==> config.mk <==
export PLATFORM = sky130hd
export DESIGN_NAME = qreset_ctrl
export DESIGN_NICKNAME = d
export VERILOG_FILES = /design/src/rtl/qreset_pkg.sv /design/src/rtl/qreset_dcnt.sv /design/src/rtl/qreset_wdog.sv /design/src/rtl/qreset_lvl.sv /design/src/rtl/qreset_ctrl.sv
export SDC_FILE = /design/constraint.sdc
export NUM_CORES = 1
export LEC_CHECK = 0
export BUFFER_PORTS_ARGS = -buffer_cell sky130_fd_sc_hd__buf_2
export CELL_PAD_IN_SITES_DETAIL_PLACEMENT = 0
export CELL_PAD_IN_SITES_GLOBAL_PLACEMENT = 1
export CORE_ASPECT_RATIO = 1.75
export CORE_MARGIN = 8
export CORE_UTILIZATION = 40
export DETAILED_ROUTE_END_ITERATION = 16
export HOLD_SLACK_MARGIN = 0.05
export MAX_ROUTING_LAYER = met4
export PLACE_DENSITY = 0.8
export REMOVE_ABC_BUFFERS = 1
export SYNTH_ARGS = -nofsm -noshare
export SYNTH_HDL_FRONTEND = slang
export SYNTH_SLANG_ARGS = --single-unit
==> constraint.sdc <==
create_clock -name clk -period 2.6 [get_ports clk]
set_input_delay 0.39 -clock clk [delete_from_list [all_inputs] [get_ports clk]]
set_output_delay 0.39 -clock clk [all_outputs]
set_load 0.02 [all_outputs]
==> src/rtl/qreset_pkg.sv <==
package qreset_pkg;

  typedef enum logic [2:0] {
    ST_IDLE  = 3'd0,
    ST_WRD   = 3'd1,
    ST_DECIDE = 3'd2,
    ST_FIRE  = 3'd3,
    ST_WPD   = 3'd4,
    ST_FIN   = 3'd5
  } rst_state_e;

  function automatic int idx_bits(input int n);
    return (n > 2) ? $clog2(n) : 1;
  endfunction

endpackage

==> src/rtl/qreset_dcnt.sv <==
module qreset_dcnt #(
  parameter int W = 8
) (
  input  logic         clk,
  input  logic         rst_n,
  input  logic         load_i,
  input  logic [W-1:0] val_i,
  input  logic         en_i,
  output logic         zero_o
);

  logic [W-1:0] cnt_q;
  logic [W-1:0] cnt_d;

  always_comb begin
    cnt_d = cnt_q;
    if (load_i) begin
      cnt_d = val_i;
    end else if (en_i && (cnt_q != '0)) begin
      cnt_d = cnt_q - 1'b1;
    end
  end

  always_ff @(posedge clk or negedge rst_n) begin
    if (!rst_n) begin
      cnt_q <= '0;
    end else if (load_i || en_i) begin
      cnt_q <= cnt_d;
    end
  end

  assign zero_o = (cnt_q == '0);

endmodule

==> src/rtl/qreset_wdog.sv <==
module qreset_wdog #(
  parameter int W = 8
) (
  input  logic         clk,
  input  logic         rst_n,
  input  logic         arm_i,
  input  logic         en_i,
  input  logic [W-1:0] lim_i,
  output logic         exp_o
);

  localparam logic [W-1:0] ONE  = W'(1);
  localparam logic [W-1:0] VMAX = '1;

  logic [W-1:0] cnt_q;
  logic [W-1:0] cnt_d;

  always_comb begin
    cnt_d = cnt_q;
    if (arm_i) begin
      cnt_d = ONE;
    end else if (en_i && (cnt_q != VMAX)) begin
      cnt_d = cnt_q + 1'b1;
    end
  end

  always_ff @(posedge clk or negedge rst_n) begin
    if (!rst_n) begin
      cnt_q <= '0;
    end else if (arm_i || en_i) begin
      cnt_q <= cnt_d;
    end
  end

  assign exp_o = (cnt_q >= lim_i);

endmodule

==> src/rtl/qreset_lvl.sv <==
module qreset_lvl #(
  parameter int LEVELS = 5,
  localparam int IDX_W = qreset_pkg::idx_bits(LEVELS)
) (
  input  logic             clk,
  input  logic             rst_n,
  input  logic             cap_i,
  input  logic [IDX_W-1:0] idx_i,
  input  logic             dec_i,
  output logic [IDX_W-1:0] lvl_o,
  output logic             zero_o,
  output logic             last_o
);

  localparam logic [IDX_W-1:0] TOP = IDX_W'(LEVELS - 1);

  logic [IDX_W-1:0] lvl_q;
  logic [IDX_W-1:0] lvl_d;
  logic [IDX_W-1:0] idx_clamped;

  always_comb begin
    idx_clamped = (idx_i > TOP) ? TOP : idx_i;
  end

  always_comb begin
    lvl_d = lvl_q;
    if (cap_i) begin
      lvl_d = idx_clamped;
    end else if (dec_i && (lvl_q != '0)) begin
      lvl_d = lvl_q - 1'b1;
    end
  end

  always_ff @(posedge clk or negedge rst_n) begin
    if (!rst_n) begin
      lvl_q <= '0;
    end else if (cap_i || dec_i) begin
      lvl_q <= lvl_d;
    end
  end

  assign lvl_o  = lvl_q;
  assign zero_o = (lvl_q == '0);
  assign last_o = (lvl_q == IDX_W'(1));

endmodule

==> src/rtl/qreset_ctrl.sv <==
module qreset_ctrl #(
  parameter int LEVELS = 5,
  parameter int DLY_W  = 8,
  parameter int TMO_W  = 8,
  localparam int IDX_W = qreset_pkg::idx_bits(LEVELS)
) (
  input  logic             clk,
  input  logic             rst_n,
  input  logic             start_i,
  input  logic [DLY_W-1:0] dly_cfg_i,
  input  logic [TMO_W-1:0] tmo_cfg_i,
  input  logic             rd_valid_i,
  input  logic [IDX_W-1:0] rd_state_i,
  input  logic             pdone_i,
  output logic             ptrig_o,
  output logic [IDX_W-1:0] ptgt_o,
  output logic             busy_o,
  output logic             done_o,
  output logic             err_o
);

  import qreset_pkg::*;

  rst_state_e st_q;
  rst_state_e st_d;

  logic [DLY_W-1:0] dly_q;
  logic [TMO_W-1:0] tmo_q;
  logic             err_q;
  logic             err_d;

  logic accept;
  logic capture;
  logic dly_zero;
  logic wd_arm;
  logic wd_en;
  logic wd_exp;
  logic lvl_dec;
  logic lvl_zero;
  logic lvl_last;
  logic [IDX_W-1:0] lvl;
  logic abort;

  assign accept  = (st_q == ST_IDLE) && start_i;
  assign capture = (st_q == ST_WRD) && rd_valid_i;
  assign wd_arm  = (st_q == ST_FIRE);
  assign wd_en   = (st_q == ST_WPD) && !pdone_i;
  assign lvl_dec = (st_q == ST_WPD) && pdone_i;
  assign abort   = (st_q == ST_WPD) && !pdone_i && wd_exp;

  // configuration captured once per accepted request
  always_ff @(posedge clk or negedge rst_n) begin
    if (!rst_n) begin
      dly_q <= '0;
      tmo_q <= '0;
    end else if (accept) begin
      dly_q <= dly_cfg_i;
      tmo_q <= tmo_cfg_i;
    end
  end

  qreset_dcnt #(.W(DLY_W)) u_dcnt (
    .clk    (clk),
    .rst_n  (rst_n),
    .load_i (capture),
    .val_i  (dly_q),
    .en_i   (st_q == ST_DECIDE),
    .zero_o (dly_zero)
  );

  qreset_wdog #(.W(TMO_W)) u_wdog (
    .clk   (clk),
    .rst_n (rst_n),
    .arm_i (wd_arm),
    .en_i  (wd_en),
    .lim_i (tmo_q),
    .exp_o (wd_exp)
  );

  qreset_lvl #(.LEVELS(LEVELS)) u_lvl (
    .clk    (clk),
    .rst_n  (rst_n),
    .cap_i  (capture),
    .idx_i  (rd_state_i),
    .dec_i  (lvl_dec),
    .lvl_o  (lvl),
    .zero_o (lvl_zero),
    .last_o (lvl_last)
  );

  // next-state logic
  always_comb begin
    st_d = st_q;
    unique case (st_q)
      ST_IDLE:   if (start_i) st_d = ST_WRD;
      ST_WRD:    if (rd_valid_i) st_d = ST_DECIDE;
      ST_DECIDE: if (dly_zero) st_d = lvl_zero ? ST_FIN : ST_FIRE;
      ST_FIRE:   st_d = ST_WPD;
      ST_WPD: begin
        if (pdone_i) begin
          st_d = lvl_last ? ST_FIN : ST_FIRE;
        end else if (wd_exp) begin
          st_d = ST_IDLE;
        end
      end
      ST_FIN:    st_d = ST_IDLE;
      default:   st_d = ST_IDLE;
    endcase
  end

  always_comb begin
    err_d = err_q;
    if (accept) begin
      err_d = 1'b0;
    end else if (abort) begin
      err_d = 1'b1;
    end
  end

  // state registers
  always_ff @(posedge clk or negedge rst_n) begin
    if (!rst_n) begin
      st_q  <= ST_IDLE;
      err_q <= 1'b0;
    end else begin
      st_q  <= st_d;
      err_q <= err_d;
    end
  end

  assign ptrig_o = (st_q == ST_FIRE);
  assign ptgt_o  = lvl;
  assign busy_o  = (st_q != ST_IDLE);
  assign done_o  = (st_q == ST_FIN);
  assign err_o   = err_q;

endmodule

# After elaboration in Yosys (flattened, before gate mapping)
# Cells that the tools add are included.
# W data, S select, Z words.
[op_classes] add_sub_neg=3 n_lt_le_gt_ge=2 n_eq_ne=11 mux=17 reduce_logical=26
[ops] cell="$mux W8" count=4
[ops] cell="$mux W3" count=10
[ops] cell="$pmux W3 S5" count=1
[ops] cell="$add A8 B1 Y8 const B" count=1
[ops] cell="$ge A8 B8 Y1" count=1
[ops] cell="$logic_and A1 B1 Y1" count=8
[ops] cell="$logic_not A8 Y1" count=1
[ops] cell="$ne A8 B8 Y1 const B" count=1
[ops] cell="$reduce_bool A2 Y1" count=4
[ops] cell="$reduce_bool A8 Y1" count=1
[ops] cell="$sub A8 B1 Y8 const B" count=1
[ops] cell="$eq A3 B1 Y1 const B" count=2
[ops] cell="$eq A3 B2 Y1 const B" count=2
[ops] cell="$eq A3 B3 Y1 const B" count=2
[ops] cell="$logic_not A3 Y1" count=2
[ops] cell="$ne A2 B2 Y1 const B" count=3
[ops] cell="$reduce_and A2 Y1" count=3
[ops] cell="$reduce_bool A3 Y1" count=2
[ops] cell="$reduce_and A4 Y1" count=1
[ops] cell="$gt A3 B3 Y1 const B" count=1
[ops] cell="$logic_or A1 B1 Y1" count=3
[ops] cell="$ne A3 B3 Y1 const B" count=1
[ops] cell="$sub A3 B1 Y3 const B" count=1
[ops] cell="$mux W1" count=2
[ops] cell="$logic_not A1 Y1" count=1
[totals] regBits=39

# Longest topological paths before layout
# Gate-level depths: netlist of the first run.
[depth] ltp_word=5 ltp_mapped=7 ltp_nobuf=6

# Modules after synthesis
# From an unflattened synthesis of the first run, not the netlist that was laid out.
[hier_totals] hier_cells=226 area_unflattened_um2=2406.1
[by_module_without_submodules] mod="qreset_ctrl" instances=1 cells_each=74 area_per_inst_um2=1008.5 seq_area_each_um2=500.5
[by_module_without_submodules] mod="qreset_wdog" instances=1 cells_each=70 area_per_inst_um2=651.9 seq_area_each_um2=200.2
[by_module_without_submodules] mod="qreset_dcnt" instances=1 cells_each=57 area_per_inst_um2=519.2 seq_area_each_um2=200.2
[by_module_without_submodules] mod="qreset_lvl" instances=1 cells_each=25 area_per_inst_um2=226.5 seq_area_each_um2=75.1

# Least setup slack after synthesis of the first run
# OpenSTA, ideal clock, no wires.
[synth_timing] path_type="register -> register" from="register st_q[1]" to="register dly_q[3]" arrival_time_ps=1917 slack_ps=559 stages_incl_launch_ff=6 n_path_buf=2 period_less_slack_ps=2041 path_cell_list="dfrtp_1 clkbuf_1 or3_1 nor2_1 buf_2 mux2_2"
[synth_via] elab_chain_len=2
[synth_lines] element="start, declared" line="qreset_ctrl.sv:24" text="rst_state_e st_q;"
[synth_lines] element="start signal, assigned" line="qreset_ctrl.sv:126" text="st_q <= st_d;"
[synth_lines] element="$logic_not A3 Y1" line="qreset_ctrl.sv:44" text="assign accept = (st_q == ST_IDLE) && start_i;"
[synth_lines] element="$logic_and A1 B1 Y1" line="qreset_ctrl.sv:44"
[synth_lines] element="end signal, assigned" line="qreset_ctrl.sv:57" text="dly_q <= dly_cfg_i;"
[synth_lines] element="end, declared" line="qreset_ctrl.sv:27" text="logic [DLY_W-1:0] dly_q;"
# Every way passes these cells.
# A chain may end at the register's enable or synchronous reset.

# Worst setup path in the final report of the first run
[layout_timing] from="register u_dcnt.cnt_q[0]" to="register u_dcnt.cnt_q[7]"
[layout_via] elab_chain_len=4
[layout_lines] element="start, declared" line="qreset_dcnt.sv:12" text="logic [W-1:0] cnt_q;"
[layout_lines] element="start signal, assigned" line="qreset_dcnt.sv:28" text="cnt_q <= cnt_d;"
[layout_lines] element="parallel branches: the longest is 4 deep, another holds $sub A8 B1 Y8"
# Several ways; the timed one is not identified. The select of a mux whose other input is x is not followed.

==> results.txt, run 1 <==
status: completed
Synth Flop Type: dfrtp_1
placed insts: 322
Worst path top cell family by delay: compound AO/OA/AOI/OAI gates
root buf cell: clkbuf_8
Initial Util: 0.4036
clk sinks: 39
worst ir drop on vdd: 288.5 uV
Post-synth EDFFs: 0
relative slew slack: 0.4076
drt pass-1 iters: 4
Critical Path AT: 2.34 ns
Die Wd: 72.06 um
initial antenna violation count: 0
Synth top area share: 0.4437
post-synth top area cell: dfrtp_1
reg2reg setup slack: 0.45 ns
htree depth: 2
Die Span Y: 114.1 um
post-detail-place hpwl: 3.766 mm
ANT cells: 0
xor/xnor share of the synthesized area: 0.007964
CP Depth: 6
global-route wire length before repair: 8.542 mm
post-route core utilization: 0.4630
total CTS buffers: 5
post-CTS sizing: 0
Post-CTS Setup Bufs: 0
non-filler instance count after layout: 330
min Tclk post-route: 2.145 ns
Rows: 36
vias in the first global route: 1,898
RSZ-0062 raised after global routing: false
layout cells sized above 1: 0.2402
Filler cells: 560
r2r worst-path depth: 6
largest net degree at the start of global routing: 40
Final setup viols: 0
critical path cell sequence: inv_1 > ha_1 > nor4b_1 > a211oi_2 > mux2_4 > a221o_1
Routability Congestion: 0.8578
Clock transition at path regs: 0.08 ns
Worst Max-Slew Pin Slew: 0.8886 ns
max cap viols: 0
peak fanout along the critical path: 7
global-route usage over all layers: 0.1344
sequential area share after synthesis: 0.4437
area grow syn2layout: 14.73%
Fmax: 0.4661 GHz
initial drt markers: 98
post-route setup TNS: 0 ns
post-synthesis async set-or-reset flop share: 1.000
skew final: 0.007970 ns
CP Launch Type: flop
drt via density: 5.330
pwr dens: 666.6 mW/mm^2
mux contribution to synthesized area: 0.08134
hold_ws: 0.2122 ns
post-route ant nets: 0
DRC: 0
hold_buf cts: 0
yosys warns: 0
synthesized cell area: 0.002200 sq mm
post-DR wirelength/cell: 15.41 um
CTS tree: yes
largest family of logic cells by synthesized area: simple AND/OR/NAND/NOR gates
adder and majority cell fraction of the synthesized area: 0.07964
Worst EP required: 2.79 ns
hold crit path type: in -> async
Final nets: 291
worst reg2reg path endpoint: u_dcnt.cnt_q[7]
core footprint: 0.005450 sq mm
leak pwr: 1.210 nW
Yosys reg bits: 39
Final Slew Violations: 0
Avg Cell Area, Syn: 9.998 sq um
Ports: 31
critical path type: reg -> reg
# port buffers: 30
global route total overflow: 0
total power: 1.682 mW
Compound-Gate Fraction of Synth Area: 0.1456
CP peak stage delay: 0.47 ns
die area: 0.008221 sq mm
via count: 1,759
clk_lat worst skew: 0.30 ns
CP startpoint: u_dcnt.cnt_q[0]
Final Hold Viols: 0
worst reg2reg path startpoint: u_dcnt.cnt_q[0]
clock buffer depth: 2
Yosys cell types: 50
end of the critical path: u_dcnt.cnt_q[7]
post-synthesis cell count: 220
Slowest cell on crit path: nor4b_1
final worst path period share: 0.8251
Crit. End Element: flop
drt total wl: 5.084 mm
Synth area leaders: dfrtp_1 (44%), ha_1 (8.0%), mux2_2 (5.6%)
CP bufs+invs: 1
simple-gate share of the synthesized area: 0.1968
-- power breakdown --
part,total [mW],switching (mW),leakage (nW),internal (mW)
clock network,0.412,0.228,0.0477,0.184
logic,0.432,0.223,0.684,0.209
registers,0.838,0.105,0.478,0.733
-- logic make-up after synthesis --
logic type	Yosys count
mux	16
xor+xnor	2
buf+inv	25
fa+ha+maj	14
flops	39
compound gates	47
simple gates	77
-- state kept, by name, summed over array words and instances, names as in the netlist --
name,flops
tmo_q,8
u_dcnt.cnt_q,8
dly_q,8
err_o,1
st_q,3
u_lvl.lvl_o,3
u_wdog.cnt_q,8
-- cell type report --
type	count	area [sq um]	share of cell area
multi-input combinational	156	1125	0.4457
sequential	39	975.9	0.3867
timing repair buffer	34	180.2	0.07139
tap	76	95.09	0.03768
clock buffer	5	68.82	0.02727
inverter	17	63.81	0.02529
clock inverter	3	15.01	0.005949
-- placed cells by master, fill, tap and decap left out, types with 6 or more instances in the layout --
cell type and instances:
mux2_2 11, nor3_1 6, nand2_1 23, dfrtp_1 39, inv_1 17, nor2_1 8, o21ai_0 16, ha_1 14
nand3_1 8, buf_2 30
-- layer usage --
metal,part of all wire,global-route usage,up-vias
met4,0.018,0.05898,0
met3,0.025,0.02632,6
met2,0.55,0.2445,24
met5,0,-,-
li1,-,-,869
met1,0.40,0.1335,860
-- cells in the mapped netlist (2+ instances only) --
| library cell | number |
|---|---|
| a211o_1 | 3 |
| a211oi_1 | 2 |
| a21oi_1 | 5 |
| a221o_1 | 2 |
| a31oi_1 | 4 |
| and2_1 | 2 |
| buf_2 | 4 |
| clkbuf_1 | 4 |
| dfrtp_1 | 39 |
| ha_1 | 14 |
| inv_1 | 17 |
| mux2_2 | 11 |
| mux2i_1 | 4 |
| nand2_1 | 23 |
| nand2b_1 | 3 |
| nand3_1 | 8 |
| nand3b_1 | 5 |
| nand4_1 | 2 |
| nor2_1 | 8 |
| nor3_1 | 6 |
| nor3b_1 | 2 |
| nor4b_1 | 2 |
| o21ai_0 | 16 |
| o22ai_1 | 2 |
| o311ai_0 | 3 |
| o31a_1 | 2 |
| or3_1 | 3 |
| or4_2 | 2 |
-- through the flow --
stage,worst slack [ns],area [sq um]
after floorplan,0.2851,2165
after global placement,0.5061,2440
after detailed placement,0.4721,2440
after CTS,0.4563,2524
after global routing,0.3333,2524
final,0.4546,2524
-- worst min-delay path by stage --
stage | slack [ns] | startpoint | depth (start not counted) | to
2_1_floorplan | 0.09 | rst_n | 0 | dly_q[0]
3_3_place_gp | 0.47 | dly_q[3] | 2 | u_dcnt.cnt_q[3]
3_5_place_dp | 0.49 | dly_q[5] | 2 | u_dcnt.cnt_q[5]
4_1_cts | 0.25 | rst_n | 1 | u_dcnt.cnt_q[6]
5_1_grt | 0.29 | rst_n | 1 | dly_q[2]
6_report | 0.21 | rst_n | 1 | u_dcnt.cnt_q[3]
No activity file was read; power rests on OpenSTA's default activity.
==> run 2, diff against run 1 <==
PLACE_DENSITY = 0.83   (was 0.8)
clock period = 1.9 ns   (was 2.6 ns; I/O delays follow)
==> run 2 against run 1 <==
Net effect:
- the run now ends with setup timing left
- maximum frequency up 11%
- clock-buffer cell count up 1
- non-clock buffer count up 21
- cell count up 6.4%
- critical path type unchanged
- largest cell class unchanged
- largest power group unchanged
==> results.txt, run 2 (synthesis gave the netlist of run 1 again) <==
Fmax: 0.5171 GHz (was 0.4661 GHz)
Final Slew Violations: 0 (unchanged)
Post-DP Area: 0.002603 sq mm (was 0.002440 sq mm)
core footprint: 0.005450 sq mm (unchanged)
Worst EP required: 2.08 ns (was 2.79 ns)
die area: 0.008221 sq mm (unchanged)
DRC: 0 (unchanged)
worst reg2reg path endpoint: u_dcnt.cnt_q[7] (unchanged)
Crit. End Element: flop (unchanged)
worst hold start: tmo_cfg_i[5]
area grow syn2layout: 26.68% (was 14.73%)
hold crit path type: in -> reg (was in -> async)
total CTS buffers: 5 (unchanged)
Clock transition at path regs: 0.08 ns (about the same)
clk sinks: 39 (unchanged)
r2r worst-path depth: 4 (was 6)
global-route usage over all layers: 0.1411 (was 0.1344)
Power Internal: 1.890 mW (was 1.125 mW)
placed insts: 342 (was 322)
drt pass-1 iters: 4 (unchanged)
CP startpoint: u_dcnt.cnt_q[4] (was u_dcnt.cnt_q[0])
final worst path period share: 1.018 (was 0.8251)
worst reg2reg path startpoint: u_dcnt.cnt_q[4] (was u_dcnt.cnt_q[0])
Critical Path AT: 2.11 ns (was 2.34 ns)
htree depth: 2 (unchanged)
post-route ant nets: 0 (unchanged)
most frequent cells in the layout: dfrtp_1 (38), buf_2 (30), nand2_1 (23), buf_4 (22), inv_1 (17) (was dfrtp_1 (39), buf_2 (30), nand2_1 (23), inv_1 (17), o21ai_0 (16))
Final nets: 312 (was 291)
post-DR wirelength/cell: 15.08 um (was 15.41 um)
drt total wl: 5.294 mm (was 5.084 mm)
status: finished with violations (was completed)
relative slew slack: 0.6638 (was 0.4076)
largest net degree at the start of global routing: 25 (was 40)
Post-CTS Setup Bufs: 0 (unchanged)
initial drt markers: 58 (was 98)
critical path type: reg -> reg (unchanged)
Initial Util: 0.4036 (unchanged)
via count: 1,846 (was 1,759)
sequential power share: 0.406 (was 0.498)
total power: 2.722 mW (was 1.682 mW)
vias in the first global route: 1,957 (was 1,898)
post-detail-place hpwl: 4.094 mm (was 3.766 mm)
Comb power frac: 0.327 (was 0.257)
leak pwr: 1.349 nW (was 1.210 nW)
Final Hold Viols: 0 (unchanged)
Die Wd: 72.06 um (unchanged)
layout cells sized above 1: 0.3236 (was 0.2402)
global-route wire length before repair: 8.949 mm (was 8.542 mm)
Die Span Y: 114.1 um (unchanged)
Sw Ratio: 0.3056 (was 0.3310)
violated checks: setup timing
CTS tree: yes (unchanged)
worst ir drop on vdd: 721.5 uV (was 288.5 uV)
clock buffer depth: 2 (unchanged)
Worst Max-Slew Pin Slew: 0.5043 ns (was 0.8886 ns)
Routability Congestion: 0.8551 (was 0.8578)
RSZ-0062 raised after global routing: true (was false)
drt via density: 5.259 (was 5.330)
initial antenna violation count: 0 (unchanged)
Worst Setup Slack, final: -0.03387 ns (was 0.4546 ns)
post-route setup TNS: -0.03387 ns (was 0 ns)
CP Launch Type: flop (unchanged)
reg2reg setup slack: -0.03 ns (was 0.45 ns)
max cap viols: 0 (unchanged)
non-filler instance count after layout: 351 (was 330)
peak fanout along the critical path: 2 (was 7)
Ports: 31 (unchanged)
root buf cell: clkbuf_8 (unchanged)
skew final: 0.005335 ns (was 0.007970 ns)
# port buffers: 30 (unchanged)
final instance area: 0.002786 sq mm (was 0.002524 sq mm)
Rows: 36 (unchanged)
global route total overflow: 0 (unchanged)
commonest non-fill, non-tap cell in the layout: dfrtp_1 (unchanged)
pwr dens: 976.9 mW/mm^2 (was 666.6 mW/mm^2)
min Tclk post-route: 1.934 ns (was 2.145 ns)
clk_lat worst skew: 0.29 ns (was 0.30 ns)
net switching power: 0.8318 mW (was 0.5569 mW)
pre-CTS setup slack: -0.06665 ns (was 0.4721 ns)
Final setup viols: 1 (was 0)
Clock power frac: 0.266 (was 0.245)
ANT cells: 0 (unchanged)
end of the critical path: u_dcnt.cnt_q[7] (unchanged)
==> run 2: worst min-delay path by stage <==
stage | endpoint | slack, ns | cells past startpoint
3_3_place_gp | err_o | 0.29 | 1
2_1_floorplan | dly_q[0] | -0.01 | 0
5_1_grt | tmo_q[5] | 0.21 | 3
6_report | tmo_q[5] | 0.19 | 3
3_5_place_dp | err_o | 0.29 | 1
4_1_cts | tmo_q[5] | 0.19 | 3
==> run 2: worst max-delay path, stage by stage (launching register included) <==
cell and delay [ns]:
dfrtp_1 0.38, or3_4 0.39, or4_4 0.49, mux2_4 0.27, a221o_1 0.30
==> run 2: area by class of cell <==
type,count,area [sq um]
fillers,493,2664
multi-input cells,156,1176
flip-flops and latches,39,977.2
repair buffers,55,356.6
well taps,76,95.09
clock buffers,6,82.58
inverters,17,63.81
clock inverters,2,35.03
==> run 2: metrics by stage <==
step / util / hold WS (ns)
floorplan: - / -0.01059
global placement: 0.4775 / 0.2884
detailed placement: 0.4775 / 0.2867
CTS: 0.5021 / 0.1937
global route: 0.5112 / 0.2137
finish: 0.5112 / 0.1948
==> run 2: metal layers <==
metal | wire length (um) | global-route usage | up-vias
met4 | 100 | 0.06310 | 0
met5 | 0 | - | -
met2 | 2992 | 0.2659 | 31
li1 | - | - | 908
met1 | 2057 | 0.1324 | 899
met3 | 144 | 0.02632 | 8
==> run 2: power groups by stage <==
| stage | clock, mW | combinational (mW) | sequential, mW |
|---|---|---|---|
| 2_1_floorplan | 0 | 0.452 | 1.12 |
| 3_3_place_gp | 0 | 0.798 | 1.11 |
| 3_5_place_dp | 0 | 0.820 | 1.12 |
| 4_1_cts | 0.740 | 0.829 | 1.11 |
| 5_1_grt | 0.770 | 0.987 | 1.13 |
| 6_report | 0.725 | 0.891 | 1.11 |
==> run 2: timing repair <==
action / in CTS / in global routing
gates resized for setup: 1 / 14
cloned: 0 / 0
hold buffers: 1 / 0
endpoints found under the setup margin: 4 / 9
pin swaps: 1 / 2
hold endpoints to repair: 20 / 0
==> run 3, diff against run 2 <==
CORE_MARGIN = 2   (was 8)
==> run 3 against run 2 <==
Net effect:
- the flow still finishes with violations (setup timing)
- worst hold slack got worse by 0.0033 ns
- clock power fell by 24%
- register-to-register slack barely moved
- global-route usage increased by 5.0 points
- critical path type unchanged
- sequential power is essentially flat
- largest power group unchanged
- critical endpoint unchanged
- wire length is 3.4% lower
==> results.txt, run 3 (synthesis gave the netlist of run 1 again) <==
global-route usage over all layers: 0.1908 (was 0.1411)
Crit. End Element: flop (unchanged)
Final nets: 315 (was 312)
die area: 0.006132 sq mm (was 0.008221 sq mm)
Die Span Y: 102.1 um (was 114.1 um)
Worst Max-Slew Pin Slew: 0.4714 ns (was 0.5043 ns)
Fmax: 0.5174 GHz (was 0.5171 GHz)
total CTS buffers: 5 (unchanged)
worst hold start: tmo_cfg_i[4] (was tmo_cfg_i[5])
drt via density: 5.293 (was 5.259)
Post-DP Area: 0.002620 sq mm (was 0.002603 sq mm)
pwr dens: 923.8 mW/mm^2 (was 976.9 mW/mm^2)
final instance area: 0.002766 sq mm (was 0.002786 sq mm)
layout cells sized above 1: 0.3129 (was 0.3236)
initial antenna violation count: 0 (unchanged)
CP startpoint: u_dcnt.cnt_q[4] (unchanged)
Final Hold Viols: 0 (unchanged)
area grow syn2layout: 25.77% (was 26.68%)
Clock transition at path regs: 0.07 ns (was 0.08 ns)
Critical Path AT: 2.11 ns (about the same)
Ports: 31 (unchanged)
total power: 2.556 mW (was 2.722 mW)
CP Launch Type: flop (unchanged)
Die Wd: 60.06 um (was 72.06 um)
most frequent cells in the layout: dfrtp_1 (39), buf_2 (30), nand2_1 (23), buf_4 (23), inv_1 (17) (was dfrtp_1 (38), buf_2 (30), nand2_1 (23), buf_4 (22), inv_1 (17))
global-route wire length before repair: 8.459 mm (was 8.949 mm)
hold crit path type: in -> reg (unchanged)
# port buffers: 30 (unchanged)
RSZ-0062 raised after global routing: true (unchanged)
root buf cell: clkbuf_8 (unchanged)
ANT cells: 0 (unchanged)
largest net degree at the start of global routing: 23 (was 25)
initial drt markers: 52 (was 58)
hold_ws: 0.1915 ns (was 0.1948 ns)
Final setup viols: 1 (unchanged)
pre-CTS setup slack: -0.03100 ns (was -0.06665 ns)
violated checks: setup timing (unchanged)
min Tclk post-route: 1.933 ns (was 1.934 ns)
worst reg2reg path startpoint: u_dcnt.cnt_q[4] (unchanged)
drt total wl: 5.113 mm (was 5.294 mm)
Initial Util: 0.4151 (was 0.4036)
critical path type: reg -> reg (unchanged)
DRC: 0 (unchanged)
Routability Congestion: 0.8450 (was 0.8551)
reg2reg setup slack: -0.03 ns (about the same)
clk_lat worst skew: 0.30 ns (was 0.29 ns)
leak pwr: 1.348 nW (was 1.349 nW)
CTS tree: yes (unchanged)
worst ir drop on vdd: 501.6 uV (was 721.5 uV)
max cap viols: 0 (unchanged)
commonest non-fill, non-tap cell in the layout: dfrtp_1 (unchanged)
via count: 1,863 (was 1,846)
Worst EP required: 2.08 ns (about the same)
peak fanout along the critical path: 2 (unchanged)
post-DR wirelength/cell: 14.53 um (was 15.08 um)
post-route setup TNS: -0.03259 ns (was -0.03387 ns)
Worst Setup Slack, final: -0.03259 ns (was -0.03387 ns)
clock buffer depth: 2 (unchanged)
core footprint: 0.005299 sq mm (was 0.005450 sq mm)
global route total overflow: 0 (unchanged)
final worst path period share: 1.017 (was 1.018)
Final Slew Violations: 0 (unchanged)
vias in the first global route: 1,913 (was 1,957)
post-detail-place hpwl: 3.969 mm (was 4.094 mm)
clk sinks: 39 (unchanged)
relative slew slack: 0.6857 (was 0.6638)
post-route ant nets: 0 (unchanged)
Rows: 35 (was 36)
skew final: 0.008615 ns (was 0.005335 ns)
drt pass-1 iters: 4 (unchanged)
htree depth: 2 (unchanged)
status: finished with violations (unchanged)
[run 3: repair_timing]
item                                   CTS  global route
pin swaps                                0             2
gates cloned                             0             0
setup endpoints to repair                2             8
setup buffers                            1             1
endpoints found under the hold margin   18             0
resized for setup                        2            11
hold buffers                             1             0
[run 3: final timing paths]
| check | end | depth (start not counted) |
|---|---|---|
| max | u_dcnt.cnt_q[7] | 4 |
| min | tmo_q[4] | 3 |
| max reg2reg | u_dcnt.cnt_q[7] | 4 |
| min reg2reg | u_dcnt.cnt_q[5] | 2 |
| max in group asynchronous | u_dcnt.cnt_q[3] | 3 |
| min in group asynchronous | tmo_q[7] | 2 |
[run 3: final cells by class]
class                           instances  area (sq um)
Timing Repair Buffer                   58         395.4
Tap cell                               74         92.59
Fill cell                             489          2532
Multi-Input combinational cell        156          1157
Sequential cell                        39         975.9
Inverter                               17         63.81
Clock inverter                          1         5.005
Clock buffer                            7         76.32
[run 3: metal layers]
layer,vias up,routed length [um],GRT usage,share of wire
li1,914,-,-,-
met4,0,130,0.09573,0.025
met5,-,0,-,0
met2,33,2810,0.3403,0.55
met1,905,2042,0.1953,0.40
met3,11,130,0.02785,0.025
[run 3: stage by stage]
step,utilization,instances
global route,0.5221,352
global placement,0.4945,341
floorplan,-,212
CTS,0.5157,351
detailed placement,0.4945,341
finish,0.5221,352
[run 3: worst max-delay path, stage by stage, from the launching register on]
cell,delay (ns)
dfrtp_1,0.38
or3_4,0.39
or4_4,0.48
mux2_4,0.27
a221o_1,0.29
[run 3: power breakdown]
group | leakage [nW] | switching [mW] | internal, mW | total [mW]
logic | 0.828 | 0.424 | 0.466 | 0.890
clock network | 0.0422 | 0.293 | 0.258 | 0.551
registers | 0.478 | 0.112 | 1.00 | 1.12
total | 1.35 | 0.829 | 1.73 | 2.56
